### src/rtl/owb_master.sv
module owb_master #(
  parameter int REV_MAJOR = 2,
  parameter int REV_MINOR = 1,
  parameter int W_RST_LO  = 120000,
  parameter int W_PDS     = 17500,
  parameter int W_RST_TOT = 240000,
  parameter int W_SLOT    = 16250,
  parameter int W_W1      = 1500,
  parameter int W_W0      = 15000,
  parameter int W_RDLO    = 1500,
  parameter int W_RDSMP   = 3750,
  parameter int H_RST_LO  = 47500,
  parameter int H_PDS     = 12500,
  parameter int H_RST_TOT = 62500,
  parameter int H_SLOT    = 47500,
  parameter int H_W1      = 12500,
  parameter int H_W0      = 30000,
  parameter int H_RDSMP   = 25000,
  parameter int RX_TMO    = 250000
) (
  input  logic       clk,
  input  logic       rst_n,
  input  logic [2:0] reg_sel,
  input  logic       wr_en,
  input  logic       rd_en,
  input  logic [7:0] wdata,
  output logic [7:0] rdata,
  output logic       irq,
  output logic       line_oe,
  input  logic       line_in
);
  function automatic int mx(input int a, input int b);
    return (a > b) ? a : b;
  endfunction
  localparam int TMAX = mx(mx(W_RST_TOT, H_RST_TOT), mx(mx(W_SLOT, H_SLOT), RX_TMO));
  localparam int CW   = $clog2(TMAX + 1);

  typedef enum logic [1:0] {S_IDLE, S_BRK, S_SLOT} st_t;
  st_t st;
  logic [7:0] ctrl, txd, rxd, sh;
  logic [2:0] ist, bitn;
  logic [CW-1:0] cnt;
  logic wt;

  wire w1   = ctrl[0];
  wire dir  = ctrl[1];
  wire sgl  = ctrl[7];
  wire [2:0] last = sgl ? 3'd0 : 3'd7;
  wire [CW-1:0] t_rlo  = w1 ? CW'(W_RST_LO)  : CW'(H_RST_LO);
  wire [CW-1:0] t_pds  = w1 ? CW'(W_PDS)     : CW'(H_PDS);
  wire [CW-1:0] t_tot  = w1 ? CW'(W_RST_TOT) : CW'(H_RST_TOT);
  wire [CW-1:0] t_slot = w1 ? CW'(W_SLOT)    : CW'(H_SLOT);
  wire [CW-1:0] t_w1   = w1 ? CW'(W_W1)      : CW'(H_W1);
  wire [CW-1:0] t_w0   = w1 ? CW'(W_W0)      : CW'(H_W0);
  wire [CW-1:0] t_smp  = w1 ? CW'(W_RDSMP)   : CW'(H_RDSMP);
  wire start = wr_en && reg_sel == 3'd3 && st == S_IDLE && wdata[4] && wdata[5];

  assign irq = ctrl[6] && (ist != 3'b0);

  always_comb begin
    line_oe = 1'b0;
    if (st == S_BRK) line_oe = cnt < t_rlo;
    else if (st == S_SLOT && !wt) begin
      if (dir) line_oe = w1 && cnt < CW'(W_RDLO);
      else     line_oe = cnt < (sh[0] ? t_w1 : t_w0);
    end
  end

  always_comb begin
    case (reg_sel)
      3'd0:    rdata = {4'(REV_MAJOR), 4'(REV_MINOR)};
      3'd1:    rdata = txd;
      3'd2:    rdata = rxd;
      3'd3:    rdata = ctrl;
      3'd4:    rdata = {5'b0, ist};
      default: rdata = 8'h00;
    endcase
  end

  always_ff @(posedge clk or negedge rst_n) begin
    if (!rst_n) begin
      st <= S_IDLE; ctrl <= '0; txd <= '0; rxd <= '0; sh <= '0;
      ist <= '0; bitn <= '0; cnt <= '0; wt <= 1'b0;
    end else begin
      if (rd_en && reg_sel == 3'd4) ist <= '0;
      if (wr_en && reg_sel == 3'd1) txd <= wdata;
      if (wr_en && reg_sel == 3'd3 && st == S_IDLE)
        ctrl <= {wdata[7:5], wdata[4] & wdata[5], ctrl[3], wdata[2:0]};
      if (start) begin
        cnt <= '0; bitn <= '0; sh <= txd;
        if (wdata[2]) st <= S_BRK;
        else begin st <= S_SLOT; wt <= wdata[1] & ~wdata[0]; end
      end
      case (st)
        S_BRK: begin
          cnt <= cnt + 1'b1;
          if (cnt == t_rlo + t_pds) ctrl[3] <= !line_in;
          if (cnt == t_tot - 1'b1) begin
            st <= S_IDLE; ctrl[4] <= 1'b0; ctrl[2] <= 1'b0; ist[0] <= 1'b1;
          end
        end
        S_SLOT: begin
          if (wt) begin
            if (!line_in) begin wt <= 1'b0; cnt <= CW'(1); end
            else if (cnt == CW'(RX_TMO - 1)) begin
              st <= S_IDLE; ctrl[4] <= 1'b0; ist[0] <= 1'b1; wt <= 1'b0; cnt <= '0;
            end else cnt <= cnt + 1'b1;
          end else begin
            cnt <= cnt + 1'b1;
            if (dir && cnt == t_smp) sh <= {line_in, sh[7:1]};
            if (cnt == t_slot - 1'b1) begin
              cnt <= '0;
              bitn <= bitn + 1'b1;
              if (!dir) sh <= {1'b0, sh[7:1]};
              wt <= dir & ~w1;
              if (bitn == last) begin
                st <= S_IDLE; ctrl[4] <= 1'b0; wt <= 1'b0;
                if (dir) begin
                  ist[1] <= 1'b1;
                  rxd <= sgl ? {7'b0, sh[7]} : sh;
                end else ist[2] <= 1'b1;
              end
            end
          end
        end
        default: ;
      endcase
    end
  end


  pres_only_brk_chk: assert property (@(posedge clk) disable iff (!rst_n)
    !$stable(ctrl[3]) |-> $past(st) == S_BRK);

  go_done_flag_chk: assert property (@(posedge clk) disable iff (!rst_n)
    $fell(ctrl[4]) |-> ist != 3'b0);

  go_needs_clk_chk: assert property (@(posedge clk) disable iff (!rst_n)
    ctrl[4] |-> ctrl[5]);

  hdq_rx_quiet_chk: assert property (@(posedge clk) disable iff (!rst_n)
    (st == S_SLOT && dir && !w1) |-> !line_oe);

  single_one_slot_chk: assert property (@(posedge clk) disable iff (!rst_n)
    (st == S_SLOT && sgl) |-> bitn == 3'd0);
endmodule

### config.mk
export PLATFORM = sky130hd
export DESIGN_NAME = owb_master
export DESIGN_NICKNAME = d
export VERILOG_FILES = /design/src/rtl/owb_master.sv
export SDC_FILE = /design/constraint.sdc
export NUM_CORES = 1
export LEC_CHECK = 0
export BUFFER_PORTS_ARGS = -buffer_cell sky130_fd_sc_hd__buf_2
export CAP_MARGIN = 0
export CORE_MARGIN = 3
export CORE_UTILIZATION = 45
export CTS_CLUSTER_DIAMETER = 30
export DETAILED_ROUTE_END_ITERATION = 6
export GPL_TIMING_DRIVEN = 0
export HOLD_SLACK_MARGIN = 0.06
export SYNTH_ARGS = -nofsm -noshare
export SYNTH_HDL_FRONTEND = slang
export SYNTH_SLANG_ARGS = --single-unit
### constraint.sdc
create_clock -name clk -period 3.7 [get_ports clk]
set_input_delay 0.37 -clock clk [delete_from_list [all_inputs] [get_ports clk]]
set_output_delay 0.37 -clock clk [all_outputs]
set_load 0.01 [all_outputs]
After elaboration in Yosys (flattened, before gate mapping). Index checks and enable logic that the tools add are counted.

Bits in registers: 59. Bits of input ports: 16. Output and inout bits: 10. Word-level logic and storage cells: 123.

Add/subtract/negate cells: 5. $lt $le $gt $ge: 3. Equality and inequality tests: 12. Multiplexer cells: 70. Bitwise logic cells: 6. Reduce and logical (&&, ||, !) cells: 17.

Operators by type and width (number): 18-bit 2-to-1 mux (6); 15-bit 2-to-1 mux (4); 8-bit 2-to-1 mux (7); 18-bit equality test (3); 8-bit case mux with 5 select lines (1); 18-bit case mux with 2 select lines (1); 2-bit 2-to-1 mux (13); 1-bit 2-to-1 mux (25); 17-bit by 15-bit adder with 18-bit output (1); 18-bit by 1-bit adder with 18-bit output (second input constant) (1); 18-bit by 15-bit equality test with 1-bit output (1); 18-bit equality test (second input constant) (1); 18-bit by 11-bit less-than comparator with 1-bit output (second input constant) (1); 18-bit by 15-bit less-than comparator with 1-bit output (1); 18-bit by 17-bit less-than comparator with 1-bit output (1); 3-bit 2-to-1 mux (6); 18-bit by 1-bit subtractor with 18-bit output (second input constant) (1); 17-bit 2-to-1 mux (1); 16-bit by 1-bit subtractor with 17-bit output (second input constant) (1); 16-bit 2-to-1 mux (1); 14-bit 2-to-1 mux (1); 1-bit logical AND (10); 3-bit by 2-bit equality test with 1-bit output (second input constant) (2); 3-bit nonzero test (2); other kinds (15) (21).

Longest topological paths before layout. Gate-level depths: netlist of the first run.

Depth after elaboration: 11. Mapped depth: 11. Depth with buffers taken out: 9.

Least setup slack after synthesis of the first run. Ideal clock, no wire load.

Path kind: flip-flop to flip-flop. Start point: reg ctrl[0]. End point: reg rxd[1]. Library setup time: 0.117 ns. Arrival: 2.511 ns. Required time: 3.583 ns. Setup slack: 1.071 ns. Stages on the path, launching flop included: 12. Buffers on the path: 3. Period minus slack after synthesis: 2.629 ns. Cell sequence: dfrtp_1 buf_2 inv_1 ha_1 nor2b_1 nand4b_1 nand4bb_4 or3b_1 buf_6 buf_6 nand2_1 o21ai_2.

Longest elaborated chain between the ends: 4.

RTL lines: start, declared (RTL line 40) `logic [7:0] ctrl, txd, rxd, sh;`; start signal, assigned (RTL line 88) `ctrl <= {wdata[7:5], wdata[4] & wdata[5], ctrl[3], wdata[2:0]};`; 16-bit 2-to-1 mux (RTL line 52) `wire [CW-1:0] t_slot = w1 ? CW'(W_SLOT) : CW'(H_SLOT);`; 16-bit by 1-bit subtractor with 17-bit output (RTL line 111) `if (cnt == t_slot - 1'b1) begin`; 18-bit equality test (RTL line 111); 5-bit AND reduction (no line); end signal, assigned (RTL line 120) `rxd <= sgl ? {7'b0, sh[7]} : sh;`; end, declared (RTL line 40).

No other way between the ends. A chain may end at the register's enable or synchronous reset.

Worst setup path in the final report of the first run.
Start point: reg ctrl[0]. End point: out line_oe.

Longest elaborated chain between the ends: 6. Elaborated cells on any way between the ends: 10. Those cells by class: order compare: 2; mux: 7; reduce/logical: 1.

RTL lines: 15-bit 2-to-1 mux / 14-bit 2-to-1 mux (equally long branches) (RTL line 54, 53); 15-bit 2-to-1 mux (RTL line 65) `else line_oe = cnt < (sh[0] ? t_w1 : t_w0);`; 18-bit by 15-bit less-than comparator with 1-bit output (RTL line 65); 1-bit 2-to-1 mux (RTL line 64) `if (dir) line_oe = w1 && cnt < CW'(W_RDLO);`; 1-bit 2-to-1 mux (RTL line 63) `else if (st == S_SLOT && !wt) begin`; 1-bit 2-to-1 mux * (RTL line 62) `if (st == S_BRK) line_oe = cnt < t_rlo;`; end, declared (RTL line 29) `output logic line_oe,`.

Mark *: on every way between the ends. The rest lies on a longest branch, timed or not.

==> results.md, run 1 <==
### Run
- number of max-cap violations: 0

### Final layout
- synth-to-layout area growth: 12.06%
- fill cell instance count of the final layout: 809
- number of nets in the final layout: 532
- fin util: 52.01%
- proportion of layout cells with a drive suffix above 1: 16.46%
- number of antenna cells inserted: 0

### Global route
- first-pass GRT wire length: 17860 um
- largest net degree at the start of global routing: 60
- initial antenna violation count: 0
- total global-route track usage: 22.63%
- global route total overflow: 0
- via count of the first global-routing pass: 3322

### Clock tree
- clock tree buffer depth: 2
- clock latency on the worst-skew pair: 0.35 ns
- clock-pin slew on the worst setup and hold paths: 0.07 ns
- CTS Sinks: 59
- number of buffers added by the clock tree synthesis step: 9
- CTS tree: yes
- CTS Root Buffer Type: sky130_fd_sc_hd__clkbuf_8
- Clock H-tree levels: 3

### Floorplan
- die area: 10220 um2
- vertical die dimension: 101.1 um
- Starting Density: 46.42%
- chip width: 101.1 um
- Placeable Area: 8763 um2
- top-level port count: 26
- total number of placement rows: 34

### Timing
- transition time at the pin with the least slew margin: 0.7647 ns
- highest clock rate: 287.8 MHz
- number of setup violations in the final report: 0
- relative max-transition margin: 49.02%
- setup tns final: 0 ns
- max-slew violation count: 0
- post-route clock period utilization: 93.91%
- minimum clock period after layout: 3.475 ns
- unrepaired setup endpoints after global routing: false
- number of hold violations in the final report: 0
- maximum clock skew at final layout: 0.009682 ns

### Detailed routing
- drt pass-1 iters: 5
- via count of the routed design: 3510
- DRT Wirelength: 11020 um
- wire per inst: 18.37 um
- post-route ant nets: 0
- average via count per standard cell: 5.850
- Iteration-0 DRC Markers: 223
- DRC: 0

### Power
- final total power: 0.002524 W
- Lkg Pwr: 2.064 nW
- power per standard cell area: 553.8 nW/um2
- Max rail drop VDD: 0.0002185 V

### Synthesis
- Synth top cells by count: sky130_fd_sc_hd__dfrtp_1 (59), sky130_fd_sc_hd__nand2_1 (42), sky130_fd_sc_hd__nor2_1 (42)
- Post-synth EDFFs: 0
- most used standard cell by instance count after synthesis: sky130_fd_sc_hd__dfrtp_1
- Synth warnings: 0
- post-synthesis cell area: 4068 um2
- cell taking the most area after synthesis: sky130_fd_sc_hd__dfrtp_1
- Seq cells post-synth: 59
- count of distinct cell types in the synthesized netlist: 64
- synthesized instance count: 451
- FFs w/ async S/R, synth: 100.0%
- area fraction of the dominant cell type after synthesis: 36.30%
- syn avg cell area: 9.019 um2
- synth top area cells: sky130_fd_sc_hd__dfrtp_1 (36%), sky130_fd_sc_hd__ha_1 (8.9%), sky130_fd_sc_hd__mux2_2 (4.2%), sky130_fd_sc_hd__nand2_1 (3.9%), sky130_fd_sc_hd__nor2_1 (3.9%)
- share of synthesized area occupied by flip-flops and latches: 36.30%
- most used flip-flop cell after synthesis: sky130_fd_sc_hd__dfrtp_1
- nets in the synthesized netlist: 496

### Worst setup path
- data arrival time of the critical path: 3.10 ns
- Worst Setup Path Type: flop to output port
- endpoint class of the critical path: output port
- maximum fanout along the worst path: 11
- sort of element at the start of the critical path: flop
- endpoint required time on the critical path: 3.33 ns

### Placement
- Final GP Congestion: 0.8977
- count of buffers inserted at the top-level ports: 25
- detailed placement HPWL: 8102 um

### Outcome
- outcome: completed

### Hold path
- class of the most critical hold timing path: input pin to asynchronous set/reset pin

==> where the power goes <==
part           total (W)  leakage [nW]  internal, W  switching [W]
sequential      0.000893         0.757     0.000768       0.000125
clock           0.000683         0.108     0.000397       0.000286
combinational   0.000948          1.20     0.000362       0.000585
total            0.00252          2.06      0.00153       0.000996
==> critical path, stage by stage, from the launching register on <==
cell and delay (ns):
sky130_fd_sc_hd__dfrtp_2 0.49, sky130_fd_sc_hd__buf_2 0.28, sky130_fd_sc_hd__inv_1 0.27, sky130_fd_sc_hd__ha_1 0.40
sky130_fd_sc_hd__ha_1 0.28, sky130_fd_sc_hd__o21ai_0 0.07, sky130_fd_sc_hd__nand2b_1 0.08, sky130_fd_sc_hd__a31oi_1 0.07
sky130_fd_sc_hd__or3_1 0.32, sky130_fd_sc_hd__o21ai_0 0.21, sky130_fd_sc_hd__o211ai_1 0.13, sky130_fd_sc_hd__buf_2 0.16
==> per-layer routing <==
layer  global-route usage [%]  wire (um)
met1                    34.50       5448
met2                    32.90       4715
met3                    4.083        697
met4                    5.521        161
met5                        0          0
==> through the flow <==
| step | std cells | worst slack (ns) | cell area (um2) | hold slack [ns] |
|---|---|---|---|---|
| after floorplan | 451 | 1.071 | 4068 | 0.07441 |
| after global routing | 600 | 0.04859 | 4558 | 0.1551 |
| after detailed placement | 584 | 0.5090 | 4328 | 0.4837 |
| after global placement | 584 | 0.5072 | 4328 | 0.4736 |
| final | 600 | 0.2253 | 4558 | 0.09274 |
| after CTS | 600 | 0.1257 | 4554 | 0.2395 |
==> layout by cell type (no fill, tap or decap), types with 15 or more instances in the layout <==
master	count
sky130_fd_sc_hd__inv_1	19
sky130_fd_sc_hd__o21ai_0	26
sky130_fd_sc_hd__nor2_1	42
sky130_fd_sc_hd__mux2_2	15
sky130_fd_sc_hd__nand2b_1	15
sky130_fd_sc_hd__ha_1	29
sky130_fd_sc_hd__buf_2	32
sky130_fd_sc_hd__nand2_1	42
sky130_fd_sc_hd__dfrtp_1	58
sky130_fd_sc_hd__a21oi_1	18
==> registers in the layout, indices dropped and copies added, names as in the netlist <==
name  flops
wt        1
txd       8
rxd       8
ist       3
bitn      3
cnt      18
sh        8
ctrl      8
st        2
==> repair_timing <==
action                     CTS  global route
hold buffers                 0             0
setup endpoints to repair    0             1
resized for setup            0             1
setup buffers                0             0
==> kinds of logic (layout without fill, tap and decap cells) <==
| logic type | after synthesis | count (layout) | share of synthesized area, % |
|---|---|---|---|
| fa+ha+maj | 29 | 29 | 8.920 |
| simple gates | 184 | 184 | 25.19 |
| xor+xnor | 14 | 14 | 3.015 |
| buf+inv | 44 | 85 | 4.860 |
| compound gates | 96 | 96 | 15.10 |
| mux | 25 | 25 | 6.613 |
| flops | 59 | 59 | 36.30 |
==> path summary, 6_finish.rpt <==
kind | from | endpoint | slack, ns | cells past startpoint
max | ctrl[0] | line_oe | 0.23 | 11
max reg2reg | ctrl[0] | cnt[12] | 0.63 | 10
min in group clk | wdata[3] | txd[3] | 0.25 | 2
min reg2reg | rxd[7] | rxd[7] | 0.50 | 2
max in group asynchronous | rst_n | ctrl[0] | 3.06 | 1
min | rst_n | cnt[12] | 0.09 | 1
==> layout make-up <==
type                    instances  area (um2)  share of cell area (%)
plain buffers                  25       126.4                   2.772
clock buffers                  10       137.6                   3.019
clock inverters                 6       88.84                   1.949
inverters                      19       71.32                   1.565
multi-input cells             348        2394                   52.51
flip-flops and latches         59        1478                   32.42
well taps                     108       135.1                   2.965
repair buffers                 25       127.6                   2.800
Power figures use the tool's default switching activity.
==> run 2, diff against run 1 <==
--- a/config.mk
+++ b/config.mk
@@ -7,7 +7,6 @@
 export LEC_CHECK = 0
 export BUFFER_PORTS_ARGS = -buffer_cell sky130_fd_sc_hd__buf_2
 export CAP_MARGIN = 0
-export CORE_MARGIN = 3
 export CORE_UTILIZATION = 45
 export CTS_CLUSTER_DIAMETER = 30
 export DETAILED_ROUTE_END_ITERATION = 6
==> constraint.sdc (replaced) <==
create_clock -name clk -period 4.34 [get_ports clk]
set_input_delay 0.434 -clock clk [delete_from_list [all_inputs] [get_ports clk]]
set_output_delay 0.434 -clock clk [all_outputs]
set_load 0.01 [all_outputs]
==> run 2 against run 1 <==
Sequential cell count did not move. Hold slack improved by 0.071 ns. Clock power down 17%. Cell area shrank 0.27%. Wire length grew 1.4%. Clock skew fell by 0.0035 ns. Critical path depth stayed put. Register-to-register slack improved by 0.50 ns. Worst setup slack better by 0.45 ns. Global-route usage up 2.2 points.
==> results.md, run 2 (same netlist as run 1, synthesis figures left out) <==
### Final layout
- fill cell instance count of the final layout: 813
- register containing the most flip-flops in the final layout: cnt
- number of flip-flops under the largest register name: 18
- final instance count without filler cells: 599
- final instance area: 4546 um2
- number of nets in the final layout: 532
- synth-to-layout area growth: 11.75%
- number of antenna cells inserted: 0
- most used cells in the layout excluding fill and tap cells: sky130_fd_sc_hd__dfrtp_1 (59), sky130_fd_sc_hd__nor2_1 (42), sky130_fd_sc_hd__nand2_1 (42)
- proportion of layout cells with a drive suffix above 1: 16.09%
- most common library cell in the layout ignoring fill and taps: sky130_fd_sc_hd__dfrtp_1

### Detailed routing
- drt pass-1 iters: 5
- DRT Wirelength: 11180 um
- average via count per standard cell: 5.972
- Iteration-0 DRC Markers: 281
- via count of the routed design: 3577
- DRC: 0
- wire per inst: 18.66 um
- post-route ant nets: 0

### Power
- sequential power share: 35.6%
- power per standard cell area: 470.8 nW/um2
- part of the total power dissipated in the clock network: 26.4%
- combinational share of power: 38.0%
- Max rail drop VDD: 0.0001762 V
- Lkg Pwr: 2.065 nW
- internal power contribution: 0.001297 W
- switching power total: 0.0008431 W
- share of total power consumed by net switching: 39.40%

### Floorplan
- die area: 9424 um2
- total number of placement rows: 34
- vertical die dimension: 97.08 um
- top-level port count: 26
- chip width: 97.08 um
- Starting Density: 46.64%
- Placeable Area: 8721 um2

### Global route
- first-pass GRT wire length: 18290 um
- global route total overflow: 0
- total global-route track usage: 24.84%
- via count of the first global-routing pass: 3416
- initial antenna violation count: 0
- largest net degree at the start of global routing: 60

### Timing
- relative max-transition margin: 47.02%
- setup ws final: 0.6767 ns
- setup tns final: 0 ns
- unrepaired setup endpoints after global routing: false
- number of setup violations in the final report: 0
- max-slew violation count: 0
- post-route clock period utilization: 84.41%
- maximum clock skew at final layout: 0.006182 ns
- number of hold violations in the final report: 0
- highest clock rate: 273.0 MHz
- minimum clock period after layout: 3.663 ns
- transition time at the pin with the least slew margin: 0.7946 ns

### Run
- number of max-cap violations: 0

### Clock tree
- # Post-CTS Setup Buffers: 0
- CTS Sinks: 59
- clock latency on the worst-skew pair: 0.35 ns
- clock-pin slew on the worst setup and hold paths: 0.06 ns
- CTS Root Buffer Type: sky130_fd_sc_hd__clkbuf_8
- CTS tree: yes
- Clock H-tree levels: 3
- number of buffers added by the clock tree synthesis step: 9
- hold_buf cts: 0
- clock tree buffer depth: 2
- Resized cells post-CTS: 0

### Worst setup path
- R2R Setup Slk: 1.13 ns
- cell breakdown of the critical path: buf_2 > inv_1 > ha_1 > ha_1 > o21ai_0 > nand2b_1 > a31oi_1 > or3_1 > o21ai_0 > o211ai_1 > buf_2
- data arrival time of the critical path: 3.23 ns
- sort of element at the start of the critical path: flop
- endpoint class of the critical path: output port
- maximum fanout along the worst path: 11
- cell with the biggest individual delay on the critical path: sky130_fd_sc_hd__dfrtp_1
- critical path's largest stage delay: 0.57 ns
- endpoint required time on the critical path: 3.91 ns
- Worst Setup Path Type: flop to output port

### Placement
- DP Cell Count: 584
- Final GP Congestion: 0.8774
- detailed placement HPWL: 8187 um
- worst slack after detailed placement: 1.046 ns
- placed cell area: 4328 um2
- count of buffers inserted at the top-level ports: 25

### Hold path
- class of the most critical hold timing path: input pin to asynchronous set/reset pin

### Outcome
- outcome: completed

[run 2: cell types whose count changed in the layout (fill, tap and decap cells not counted)]
| cell | previous run | this run |
|---|---|---|
| sky130_fd_sc_hd__clkinv_2 | 1 | 2 |
| sky130_fd_sc_hd__clkinvlp_4 | 2 | 1 |
| sky130_fd_sc_hd__dfrtp_1 | 58 | 59 |
| sky130_fd_sc_hd__clkinv_4 | 1 | 0 |
| sky130_fd_sc_hd__dfrtp_2 | 1 | 0 |
[run 2: layout make-up]
class                   instances  area [um2]  share of cell area [%]
plain buffers                  25       126.4                   2.780
repair buffers                 25       127.6                   2.808
well taps                     108       135.1                   2.973
multi-input cells             348        2394                   52.66
inverters                      19       71.32                   1.569
clock inverters                 5       77.57                   1.707
flip-flops and latches         59        1476                   32.48
clock buffers                  10       137.6                   3.028
[run 2: metal layers]
metal,part of all wire [%],up-vias,global-route usage [%]
met3,5.7,15,5.827
li1,-,1698,-
met1,50,1748,36.77
met4,1.0,0,6.085
met5,0,-,0
met2,44,116,36.46
[run 2: final timing paths]
check | from | end | cells after the start
worst max-delay path | ctrl[0] | line_oe | 11
worst min-delay path | rst_n | cnt[8] | 1
worst max register to register | ctrl[0] | rxd[7] | 11
worst min register to register | rxd[4] | rxd[4] | 2
max in group asynchronous | rst_n | wt | 1
min in group clk | wdata[3] | txd[3] | 2
[run 2: per-stage QoR]
stage	power [W]	utilization, %	hold slack [ns]
after floorplan	0.001316	-	0.1384
after global placement	0.001552	49.63	0.4688
after detailed placement	0.001575	49.63	0.4770
after CTS	0.002147	52.09	0.3073
after global routing	0.002299	52.12	0.2187
final	0.002140	52.12	0.1642
[run 2: power groups by stage]
stage / clock [W] / sequential (W) / combinational [W]
after floorplan: 0 / 0.000731 / 0.000585
after global placement: 0 / 0.000768 / 0.000784
after detailed placement: 0 / 0.000772 / 0.000804
after CTS: 0.000576 / 0.000761 / 0.000809
after global routing: 0.000600 / 0.000777 / 0.000922
final: 0.000565 / 0.000762 / 0.000813
[run 2: worst max-delay path: cells and delay by family (launching register included)]
family,cells,cell delay (ns)
DFF,1,0.57
and+or+nand+nor,2,0.41
AOI/OAI and AO/OA,4,0.46
buffers and inverters,3,0.74
adders and majority gates,2,0.71
